`src/rtl/elk_pkg.sv`:
```
package elk_pkg;
   typedef enum logic [1:0] {
      RATE_X1 = 2'b00,
      RATE_X2 = 2'b01,
      RATE_X4 = 2'b10
   } rate_e;

   // The spare code 2'b11 is folded onto the base rate.
   function automatic rate_e norm_rate(input logic [1:0] code);
      return (code == 2'b11) ? RATE_X1 : rate_e'(code);
   endfunction
endpackage

```
`src/rtl/elk_phase_ctr.sv`:
```
module elk_phase_ctr
   import elk_pkg::*;
#(
   parameter int TICKS = 8
) (
   input  logic  clk,
   input  logic  rst_n,
   input  logic  frame_strobe,
   input  rate_e rate,
   output logic  sample
);
   localparam int PW = (TICKS > 1) ? $clog2(TICKS) : 1;
   localparam logic [PW-1:0] MASK_X1 = PW'(3);
   localparam logic [PW-1:0] MASK_X2 = PW'(1);

   logic [PW-1:0] phase_q;
   logic [PW-1:0] phase_eff;
   logic [PW-1:0] mask;

   assign phase_eff = frame_strobe ? '0 : phase_q;

   always_comb begin
      case (rate)
         RATE_X2: mask = MASK_X2;
         RATE_X4: mask = '0;
         default: mask = MASK_X1;
      endcase
   end

   assign sample = ((phase_eff & mask) == '0);

   always_ff @(posedge clk or negedge rst_n) begin
      if (!rst_n) phase_q <= '0;
      else        phase_q <= phase_eff + PW'(1);
   end
endmodule

```
`src/rtl/elk_lane_shifter.sv`:
```
module elk_lane_shifter #(
   parameter int SR_W = 8
) (
   input  logic            clk,
   input  logic            rst_n,
   input  logic            en,
   input  logic            din,
   output logic [SR_W-1:0] sr
);
   always_ff @(posedge clk or negedge rst_n) begin
      if (!rst_n)  sr <= '0;
      else if (en) sr <= {sr[SR_W-2:0], din};
   end
endmodule

```
`src/rtl/elk_slot_pack.sv`:
```
module elk_slot_pack
   import elk_pkg::*;
#(
   parameter int LANES  = 8,
   parameter int SLOT_W = 16,
   parameter int SR_W   = 8
) (
   input  logic [LANES-1:0][SR_W-1:0] sr,
   input  rate_e                      rate,
   output logic [SLOT_W-1:0]          slot
);
   localparam int BPL = SLOT_W / LANES;

   logic [2:0][SLOT_W-1:0] cand;

   for (genvar r = 0; r < 3; r++) begin : g_rate
      localparam int STRIDE = 1 << r;
      localparam int B      = BPL << r;
      localparam int N      = LANES >> r;
      for (genvar j = 0; j < N; j++) begin : g_lane
         assign cand[r][j*B +: B] = sr[j*STRIDE][B-1:0];
      end
   end

   always_comb begin
      case (rate)
         RATE_X2: slot = cand[1];
         RATE_X4: slot = cand[2];
         default: slot = cand[0];
      endcase
   end
endmodule

```
`src/rtl/elk_group_packer.sv`:
```
module elk_group_packer
   import elk_pkg::*;
#(
   parameter int LANES  = 8,
   parameter int SLOT_W = 16,
   parameter int TICKS  = 8
) (
   input  logic              clk,
   input  logic              rst_n,
   input  logic              frame_strobe,
   input  logic [1:0]        rate_sel,
   input  logic [LANES-1:0]  lane_in,
   output logic [SLOT_W-1:0] slot_out,
   output logic              slot_valid
);
   localparam int BPL  = SLOT_W / LANES;
   localparam int SR_W = BPL * 4;

   if (LANES % 4 != 0 || SLOT_W % LANES != 0) begin : g_bad_geom
      $error("elk_group_packer: LANES must divide by 4 and divide SLOT_W");
   end
   if (TICKS != SR_W || (TICKS & (TICKS - 1)) != 0) begin : g_bad_ticks
      $error("elk_group_packer: TICKS must be a power of two equal to 4*SLOT_W/LANES");
   end

   rate_e cur_rate;
   rate_e req_rate;
   rate_e rate_eff;
   logic  primed;
   logic  sample;
   logic [LANES-1:0]            lane_en;
   logic [LANES-1:0][SR_W-1:0]  sr;
   logic [SLOT_W-1:0]           packed_slot;

   assign req_rate = norm_rate(rate_sel);
   assign rate_eff = frame_strobe ? req_rate : cur_rate;

   elk_phase_ctr #(.TICKS(TICKS)) u_phase (
      .clk          (clk),
      .rst_n        (rst_n),
      .frame_strobe (frame_strobe),
      .rate         (rate_eff),
      .sample       (sample)
   );

   for (genvar i = 0; i < LANES; i++) begin : g_lane
      logic act;
      always_comb begin
         case (rate_eff)
            RATE_X2: act = (i % 2 == 0);
            RATE_X4: act = (i % 4 == 0);
            default: act = 1'b1;
         endcase
      end
      assign lane_en[i] = sample & act;

      elk_lane_shifter #(.SR_W(SR_W)) u_shift (
         .clk   (clk),
         .rst_n (rst_n),
         .en    (lane_en[i]),
         .din   (lane_in[i]),
         .sr    (sr[i])
      );
   end

   elk_slot_pack #(.LANES(LANES), .SLOT_W(SLOT_W), .SR_W(SR_W)) u_pack (
      .sr   (sr),
      .rate (cur_rate),
      .slot (packed_slot)
   );

   always_ff @(posedge clk or negedge rst_n) begin
      if (!rst_n) begin
         cur_rate   <= RATE_X1;
         primed     <= 1'b0;
         slot_out   <= '0;
         slot_valid <= 1'b0;
      end else begin
         slot_valid <= 1'b0;
         if (frame_strobe) begin
            cur_rate   <= req_rate;
            primed     <= 1'b1;
            if (primed) slot_out <= packed_slot;
            slot_valid <= primed && (req_rate == cur_rate);
         end
      end
   end
endmodule

```
`config.mk`:
```
export PLATFORM = sky130hd
export DESIGN_NAME = elk_group_packer
export DESIGN_NICKNAME = d
export VERILOG_FILES = /design/src/rtl/elk_pkg.sv /design/src/rtl/elk_phase_ctr.sv /design/src/rtl/elk_lane_shifter.sv /design/src/rtl/elk_slot_pack.sv /design/src/rtl/elk_group_packer.sv
export SDC_FILE = /design/constraint.sdc
export NUM_CORES = 1
export LEC_CHECK = 0
export ABC_AREA = 1
export CAP_MARGIN = 40
export CELL_PAD_IN_SITES_DETAIL_PLACEMENT = 2
export CELL_PAD_IN_SITES_GLOBAL_PLACEMENT = 2
export CORE_MARGIN = 4
export CORE_UTILIZATION = 28
export CTS_BUF_LIST = sky130_fd_sc_hd__clkbuf_2 sky130_fd_sc_hd__clkbuf_4 sky130_fd_sc_hd__clkbuf_8
export CTS_CLUSTER_DIAMETER = 80
export CTS_CLUSTER_SIZE = 12
export DETAILED_ROUTE_END_ITERATION = 16
export PLACE_DENSITY_LB_ADDON = 0.1
export SYNTH_ARGS = -nofsm -noshare
export SYNTH_HDL_FRONTEND = slang
export SYNTH_SLANG_ARGS = --single-unit
```
`constraint.sdc`:
```
create_clock -name clk -period 2.3 [get_ports clk]
set_input_delay 0.46 -clock clk [delete_from_list [all_inputs] [get_ports clk]]
set_output_delay 0.46 -clock clk [all_outputs]
set_load 0.03 [all_outputs]
```
==> results of run 1 <==
[worst max-delay path, stage by stage]
cell and delay [ps]:
clkdlybuf4s50_1 500, inv_1 50, nand2_1 70, o21ai_0 80
buf_4 150, ha_1 330, buf_4 180, nand3_1 260
nand2_1 140, nand2_1 50
[path summary, 6_finish.rpt]
kind                                          from                      end  slack, ps  cells past startpoint
min reg2reg                g_lane[0].u_shift.sr[7]  g_lane[0].u_shift.sr[7]        490                      2
min in group clk           g_lane[0].u_shift.sr[7]  g_lane[0].u_shift.sr[7]        490                      2
max reg2reg                            cur_rate[1]  g_lane[5].u_shift.sr[1]        520                      8
min                                          rst_n              slot_out[9]        130                      2
max in group asynchronous                    rst_n  g_lane[1].u_shift.sr[0]       1910                      2
max                                    rate_sel[0]  g_lane[5].u_shift.sr[1]        220                     10
[final cells by class]
cell class | count | area, sq um
timing repair buffer | 48 | 440
multi-input combinational | 199 | 927
clock inverter | 2 | 10.0
tap | 105 | 131
fill | 948 | 5340
inverter | 19 | 71.3
sequential | 54 | 1350
clock buffer | 5 | 68.8
[cells by family after synthesis]
group	after synthesis	synth area share, %
AOI/OAI and AO/OA	27	5.56
xor gates and xnor gates	1	0.360
adders and majority gates	4	2.06
buffers and inverters	31	6.33
DFF	54	55.6
and+or+nand+nor	167	30.1
[flip-flops by register name (all words and copies together), names as in the netlist]
signal and cells:
u_phase.phase_q 2, cur_rate 2, g_lane.u_shift.sr 32, slot_out 16
primed 1, slot_valid 1
[report_power, final]
group	internal [mW]	leakage, nW	switching (mW)
Clock	0.206	0.0438	0.315
Sequential	1.18	0.669	0.166
Combinational	0.312	0.761	0.476
[synthesized netlist by cell type, types with 2 or more instances]
master,count
a21oi_1,8
dfrtp_1,54
nand4_1,16
nand3_1,21
nand3_4,2
ha_1,4
o21ai_1,8
inv_1,16
clkinv_1,2
o21ai_0,11
buf_6,3
buf_2,6
nor2_1,23
nand2_1,102
buf_4,2
[through the flow]
step                power [mW]  setup TNS [ps]  cells
finish                    2.66               0    432
global route              2.88               0    432
CTS                       2.73               0    432
detailed placement        2.18           -1830    425
global placement          2.15           -1070    425
floorplan                 1.82               0    284
[per-layer routing]
| metal | global-route usage, % | up-vias |
|---|---|---|
| li1 | - | 994 |
| met1 | 19.3 | 993 |
| met2 | 23.1 | 26 |
| met3 | 2.27 | 5 |
| met4 | 3.68 | 0 |
| met5 | 0 | - |
==> flow_summary.ini, run 1 <==
[routing]
dr.max_layer_used = met4
wl_met3_um = 178
drt_pre_antenna_iters = 4
route.vias.total = 2018
wl_met2_um = 3020
drtIter0Drc = 55
routedWlPerCell_um = 14.9
wl_um = 6440
drtAntennaViolNets = 0
post-route-drc-count = 0
viasPerCell = 4.67
met1_length_um = 3180

[clock_network]
cts_setup_buffers = 0
root_buffer = clkbuf_8
post_cts_resize_count = 0
clock_path_buffers = 2
clk_latency_ps = 300
numCtsBuffers = 5
htree_levels = 2
cts.sinks = 54
clkTransAtPathRegs_ps = 100
cts_hold_buf = 0
cts_tree = yes

[synth]
avgSynthCellArea_sq_um = 8.56
syn_nets = 301
yosys_most_used_dff = dfrtp_1
synthTopCellsByArea = dfrtp_1, nand2_1, nand3_1
ys_seq_elements = 54
yosys_warnings = 0
synth_edf_count = 0
synth_area_sq_um = 2430
synth.distinct_cells = 21
yosysSeqAreaShare_pct = 55.6
synth_area_leader_cell = dfrtp_1
async_flop_share_pct = 100
synth_top_area_share_pct = 55.6
netlist_instances = 284

[grt]
grt_pass1_wl_um = 11400
antenna_found_initial = 0
grt_pass1_vias = 2279
grt_max_degree = 55
grtUsageTotal_pct = 14.1
overflow = 0

[worst_setup_path]
start_kind = input port
path_class = input port to flop
critPathCaptureType = flop
path_max_fanout = 9
critical_path_arrival_ps = 2280
crit_required_ps = 2500

[final_layout]
antenna_cells = 0
fin_area_sq_um = 3000
final_core_util_pct = 36.0
mostFrequentLayoutCell = nand2_1
area_delta_synth_final_pct = 23.4
drive_above_1_share_pct = 10.1
layout_common_cells = nand2_1, dfrtp_1, clkdlybuf4s50_1
finalNetCount = 344

[placed_design]
hpwlAfterDp_um = 4750
dp_slack_ps = -135
io_buffers = 29
placed_area_sq_um = 2920
gp_congestion = 0.742

[timing]
fin_crit_ps = 2080
clock_skew_ps = 2.72
clock.fmax_mhz = 481
slew_violations = 0
tightest_slew_ps = 335
hold_viol_final = 0
post-route-period-util_pct = 90.5
fin_ws_ps = 219
finalSetupViolations = 0
relSlewSlack_pct = 77.6
fin_hold_ws_ps = 127
rsz0062_at_grt = false

[min_path]
hold_path.class = input port to async pin

[status]
status = completed

[floorplan]
start_util_pct = 29.2
fp.dieH_um = 101
dieArea_sq_um = 10200
die_w_um = 101
rows = 33
ios = 30
core_area_sq_um = 8340

[flow_run]
drv_cap = 0

[pwr]
powerDensity_nw_per_um2 = 886
power_leakage_nw = 1.47
ir_worst_vdd_mv = 0.224
No activity file was read; power rests on OpenSTA's default activity.
==> run 2, diff against run 1 <==
==> constraint.sdc (replaced) <==
create_clock -name clk -period 2.4 [get_ports clk]
set_input_delay 0.36 -clock clk [delete_from_list [all_inputs] [get_ports clk]]
set_output_delay 0.36 -clock clk [all_outputs]
set_load 0.03 [all_outputs]
==> run 2 against run 1 <==
  * Sequential power is 4% lower
  * Register-to-register slack hardly changed
  * Largest power group unchanged
  * Die area stayed put
  * Cell area is 0.96% lower
==> flow_summary.ini, run 2 (synthesis gave the netlist of run 1 again) <==
[final_layout]
largest_reg_flops = 32
fillers = 964
layout_common_cells = nand2_1, dfrtp_1, clkdlybuf4s50_1
finalNetCount = 338
mostFrequentLayoutCell = nand2_1
largest-register = g_lane.u_shift.sr
drive_above_1_share_pct = 8.70
antenna_cells = 0
top_regs = g_lane.u_shift.sr (32), slot_out (16)
area_delta_synth_final_pct = 22.2

[grt]
overflow = 0
grtUsageTotal_pct = 14.4
antenna_found_initial = 0
grt_pass1_wl_um = 11500
grt_max_degree = 33
grt_pass1_vias = 2219

[clock_network]
post_cts_resize_count = 0
clk_latency_ps = 310
cts.sinks = 54
cts_tree = yes
cts_setup_buffers = 0
clock_path_buffers = 2
root_buffer = clkbuf_8
cts_hold_buf = 0
numCtsBuffers = 5
htree_levels = 2
clkTransAtPathRegs_ps = 100

[routing]
dr.max_layer_used = met4
drt_pre_antenna_iters = 4
viasPerCell = 4.74
routedWlPerCell_um = 15.5
wl_met3_um = 190
wl_um = 6640
drtIter0Drc = 29
met1_length_um = 3110
wl_met2_um = 3270
route.vias.total = 2022
drtAntennaViolNets = 0
post-route-drc-count = 0

[pwr]
pwr-share-comb_pct = 28.8
power.clock.fraction_pct = 21.5
switching_share_pct = 35.8
p_int_mw = 1.67
seq_power_share_pct = 49.7
power_leakage_nw = 1.45
power_mw = 2.60
powerDensity_nw_per_um2 = 876
ir_worst_vdd_mv = 0.293
switching_power_mw = 0.932

[floorplan]
ios = 30
die_w_um = 101
start_util_pct = 29.2
fp.dieH_um = 101
rows = 33
core_area_sq_um = 8340
dieArea_sq_um = 10200

[worst_setup_path]
critPathCaptureType = flop
rr_endpoint = g_lane[7].u_shift.sr[1]
critical_path_arrival_ps = 2250
worstReg2RegStart = cur_rate[0]
start_kind = input port
rrSetupSlack_ps = 530
reg2reg_depth = 6
path_max_fanout = 9
path_class = input port to flop
crit_required_ps = 2610
crit_path_end = g_lane[7].u_shift.sr[1]
startpoint = frame_strobe

[flow_run]
drv_cap = 0

[min_path]
hold_path.class = input port to async pin

[timing]
clock_skew_ps = 6.77
slew_violations = 0
rsz0062_at_grt = false
finalSetupViolations = 0
relSlewSlack_pct = 61.2
hold_viol_final = 0
tightest_slew_ps = 583
fin_crit_ps = 2040
setup_tns_ps = 0
clock.fmax_mhz = 489
post-route-period-util_pct = 85.1

[placed_design]
io_buffers = 29
hpwlAfterDp_um = 4980
gp_congestion = 0.740

[status]
status = completed
## run 2: cell count changes in the layout (fill, tap and decap cells not counted), sizes merged
cell / delta
buf: -6
clkbuf: +2
clkinv: -1
## run 2: per-stage QoR
step	utilization [%]	setup slack [ps]	hold slack [ps]	cells	cell area (sq um)
after floorplan	-	667	64.4	284	2430
after global placement	34.5	66.6	398	419	2880
after detailed placement	34.5	-16.3	402	419	2880
after CTS	35.6	331	54.9	427	2970
after global routing	35.6	138	76.9	427	2970
final	35.6	357	32.2	427	2970
## run 2: critical path, stage by stage
cell and delay [ps]:
clkdlybuf4s50_1 450, buf_4 160, nand2_1 50, o21ai_0 150, ha_1 390, buf_4 190, nand3_1 270, nand2_1 160
nand2_1 60
## run 2: layout make-up
cell class | instances | area (sq um) | area share (%)
clock inverter | 1 | 5.00 | 0.168
timing repair buffer | 42 | 395 | 13.3
clock buffer | 7 | 90.1 | 3.03
multi-input combinational | 199 | 927 | 31.2
tap | 105 | 131 | 4.42
sequential | 54 | 1350 | 45.5
inverter | 19 | 71.3 | 2.40
## run 2: how the worst min path moves through the flow
stage | start | endpoint
2_1_floorplan | rst_n | cur_rate[0]
3_3_place_gp | rst_n | slot_out[9]
3_5_place_dp | rst_n | slot_out[9]
4_1_cts | rst_n | slot_out[4]
5_1_grt | rst_n | slot_out[9]
6_report | rst_n | slot_out[9]
## run 2: power groups by stage
| stage | Combinational [mW] | Clock, mW | Sequential [mW] |
|---|---|---|---|
| finish | 0.750 | 0.559 | 1.30 |
| global route | 0.855 | 0.616 | 1.34 |
| CTS | 0.773 | 0.586 | 1.30 |
| detailed placement | 0.770 | 0 | 1.32 |
| global placement | 0.748 | 0 | 1.31 |
| floorplan | 0.362 | 0 | 1.38 |
## run 2: metal layers
layer | GRT usage [%] | up-vias
met5 | 0 | -
met4 | 3.99 | 0
met3 | 2.27 | 5
met2 | 24.1 | 23
met1 | 19.4 | 1002
li1 | - | 992
==> run 3, diff against run 2 <==
DONT_BUFFER_PORTS = 1   (was unset)
==> run 3 against run 2 <==
  * Critical endpoint is now g_lane[1].u_shift.sr[1]
  * Setup slack improved by 110 ps
  * Clock power is 0.7% lower
  * Non-clock buffer count down 34
  * Final cell count fell by 8.0%
  * Sequential share of layout area grew 5.3 points
  * Maximum frequency grew 5.5%
  * Wire length down 1.1%
==> flow_summary.ini, run 3 (synthesis gave the netlist of run 1 again) <==
[worst_setup_path]
cpLargestDelayFamily = simple AND/OR/NAND/NOR gates
critPathCaptureType = flop
rrSetupSlack_ps = 460
start_kind = flop
cpPeakStageDelay_ps = 420
crit_slowest_cell = dfrtp_1
path_max_fanout = 16
path_cells = o21ai_0, ha_1, nand3_4, nand3_1, nand2_1, nand2_1
crit_required_ps = 2610
path_class = flop to flop
cpMostUsedCell = nand2_1
critical_path_arrival_ps = 2150
path_buf_inv = 0

[placed_design]
placed_area_sq_um = 2530
gp_congestion = 0.684
io_buffers = 0
hpwlAfterDp_um = 4600

[clock_network]
clkTransAtPathRegs_ps = 100
cts_tree = yes
cts_setup_buffers = 0
cts.sinks = 54
htree_levels = 2
root_buffer = clkbuf_8
clk_latency_ps = 310
clock_path_buffers = 2
numCtsBuffers = 5

[floorplan]
dieArea_sq_um = 10200
rows = 33
ios = 30
start_util_pct = 29.2
die_w_um = 101
fp.dieH_um = 101
core_area_sq_um = 8340

[timing]
clock.fmax_mhz = 517
hold_viol_final = 0
slew_violations = 0
setup_tns_ps = 0
post-route-period-util_pct = 80.7
tightest_slew_ps = 370
rsz0062_at_grt = false
clock_skew_ps = 8.47
fin_crit_ps = 1940
finalSetupViolations = 0
relSlewSlack_pct = 75.3

[grt]
overflow = 0
grt_pass1_vias = 2097
grt_pass1_wl_um = 11100
use_met1_pct = 18.7
grtUsageTotal_pct = 13.9
antenna_found_initial = 0
grtUsageMet3_pct = 2.75
grt_max_degree = 55
top_usage_layer = met2
grt_use_met2_pct = 22.6

[final_layout]
mostFrequentLayoutCell = nand2_1
finalNetCount = 304
fillers = 983
largest_reg_flops = 32
area_delta_synth_final_pct = 9.31
layout_common_cells = nand2_1, dfrtp_1, nor2_1
drive_above_1_share_pct = 7.29
top_regs = g_lane.u_shift.sr (32), slot_out (16)
largest-register = g_lane.u_shift.sr
final_core_util_pct = 31.9
antenna_cells = 0
fin_area_sq_um = 2660

[routing]
routedWlPerCell_um = 16.7
post-route-drc-count = 0
drtAntennaViolNets = 0
wl_um = 6560
drtIter0Drc = 47
viasPerCell = 4.87
drt_pre_antenna_iters = 4
route.vias.total = 1914

[pwr]
ir_worst_vdd_mv = 0.219
power_leakage_nw = 1.32
powerDensity_nw_per_um2 = 927

[min_path]
hold_path.class = input port to flop

[flow_run]
drv_cap = 0

[status]
status = completed
-- run 3: cell types whose count changed in the layout (fill, tap and decap cells not counted), sizes merged --
cell           delta
dlygate4sd3       +1
clkdlybuf4s50    -28
buf               -7
-- run 3: worst register-to-register path: stages (launching register included) --
cell and delay (ps):
dfrtp_1 420, o21ai_0 310, ha_1 330, nand3_4 230, nand3_1 330, nand2_1 160, nand2_1 60
-- run 3: repair_timing --
item,CTS,global route
hold buffers,2,0
hold endpoints to repair,54,0
resized for setup,0,0
-- run 3: metal layers --
metal / share of wire (%) / wire length, um / up-vias
met3: 2.8 / 181 / 7
met1: 49 / 3240 / 965
met4: 1.2 / 81 / 0
met2: 47 / 3060 / 23
met5: 0 / 0 / -
li1: - / - / 919
-- run 3: worst paths after layout --
path	startpoint	endpoint	cells past startpoint
setup / recovery	cur_rate[0]	g_lane[1].u_shift.sr[1]	6
hold / removal	frame_strobe	primed	1
setup reg to reg	cur_rate[0]	g_lane[1].u_shift.sr[1]	6
hold reg to reg	g_lane[0].u_shift.sr[0]	g_lane[0].u_shift.sr[0]	2
max in group asynchronous	rst_n	g_lane[6].u_shift.sr[0]	2
min in group asynchronous	rst_n	slot_out[9]	2
-- run 3: layout make-up --
type / instances / area (sq um) / area share (%)
Clock buffer: 7 / 90.1 / 3.39
Clock inverter: 1 / 5.00 / 0.188
Inverter: 19 / 71.3 / 2.68
Multi-Input combinational cell: 199 / 927 / 34.9
Sequential cell: 54 / 1350 / 50.8
Tap cell: 105 / 131 / 4.94
Timing Repair Buffer: 8 / 82.6 / 3.11
-- run 3: report_power, final --
| group | internal, mW | leakage, nW | switching, mW |
|---|---|---|---|
| combinational | 0.172 | 0.603 | 0.307 |
| clock | 0.245 | 0.0517 | 0.310 |
| sequential | 1.13 | 0.669 | 0.297 |
| total | 1.55 | 1.32 | 0.914 |
-- run 3: stage by stage --
stage	hold WS (ps)	cells	power (mW)	setup WS, ps
floorplan	64.4	284	1.75	667
global placement	66.7	383	1.90	449
detailed placement	66.3	383	1.92	383
CTS	149	393	2.52	437
global route	148	393	2.66	349
finish	162	393	2.46	464
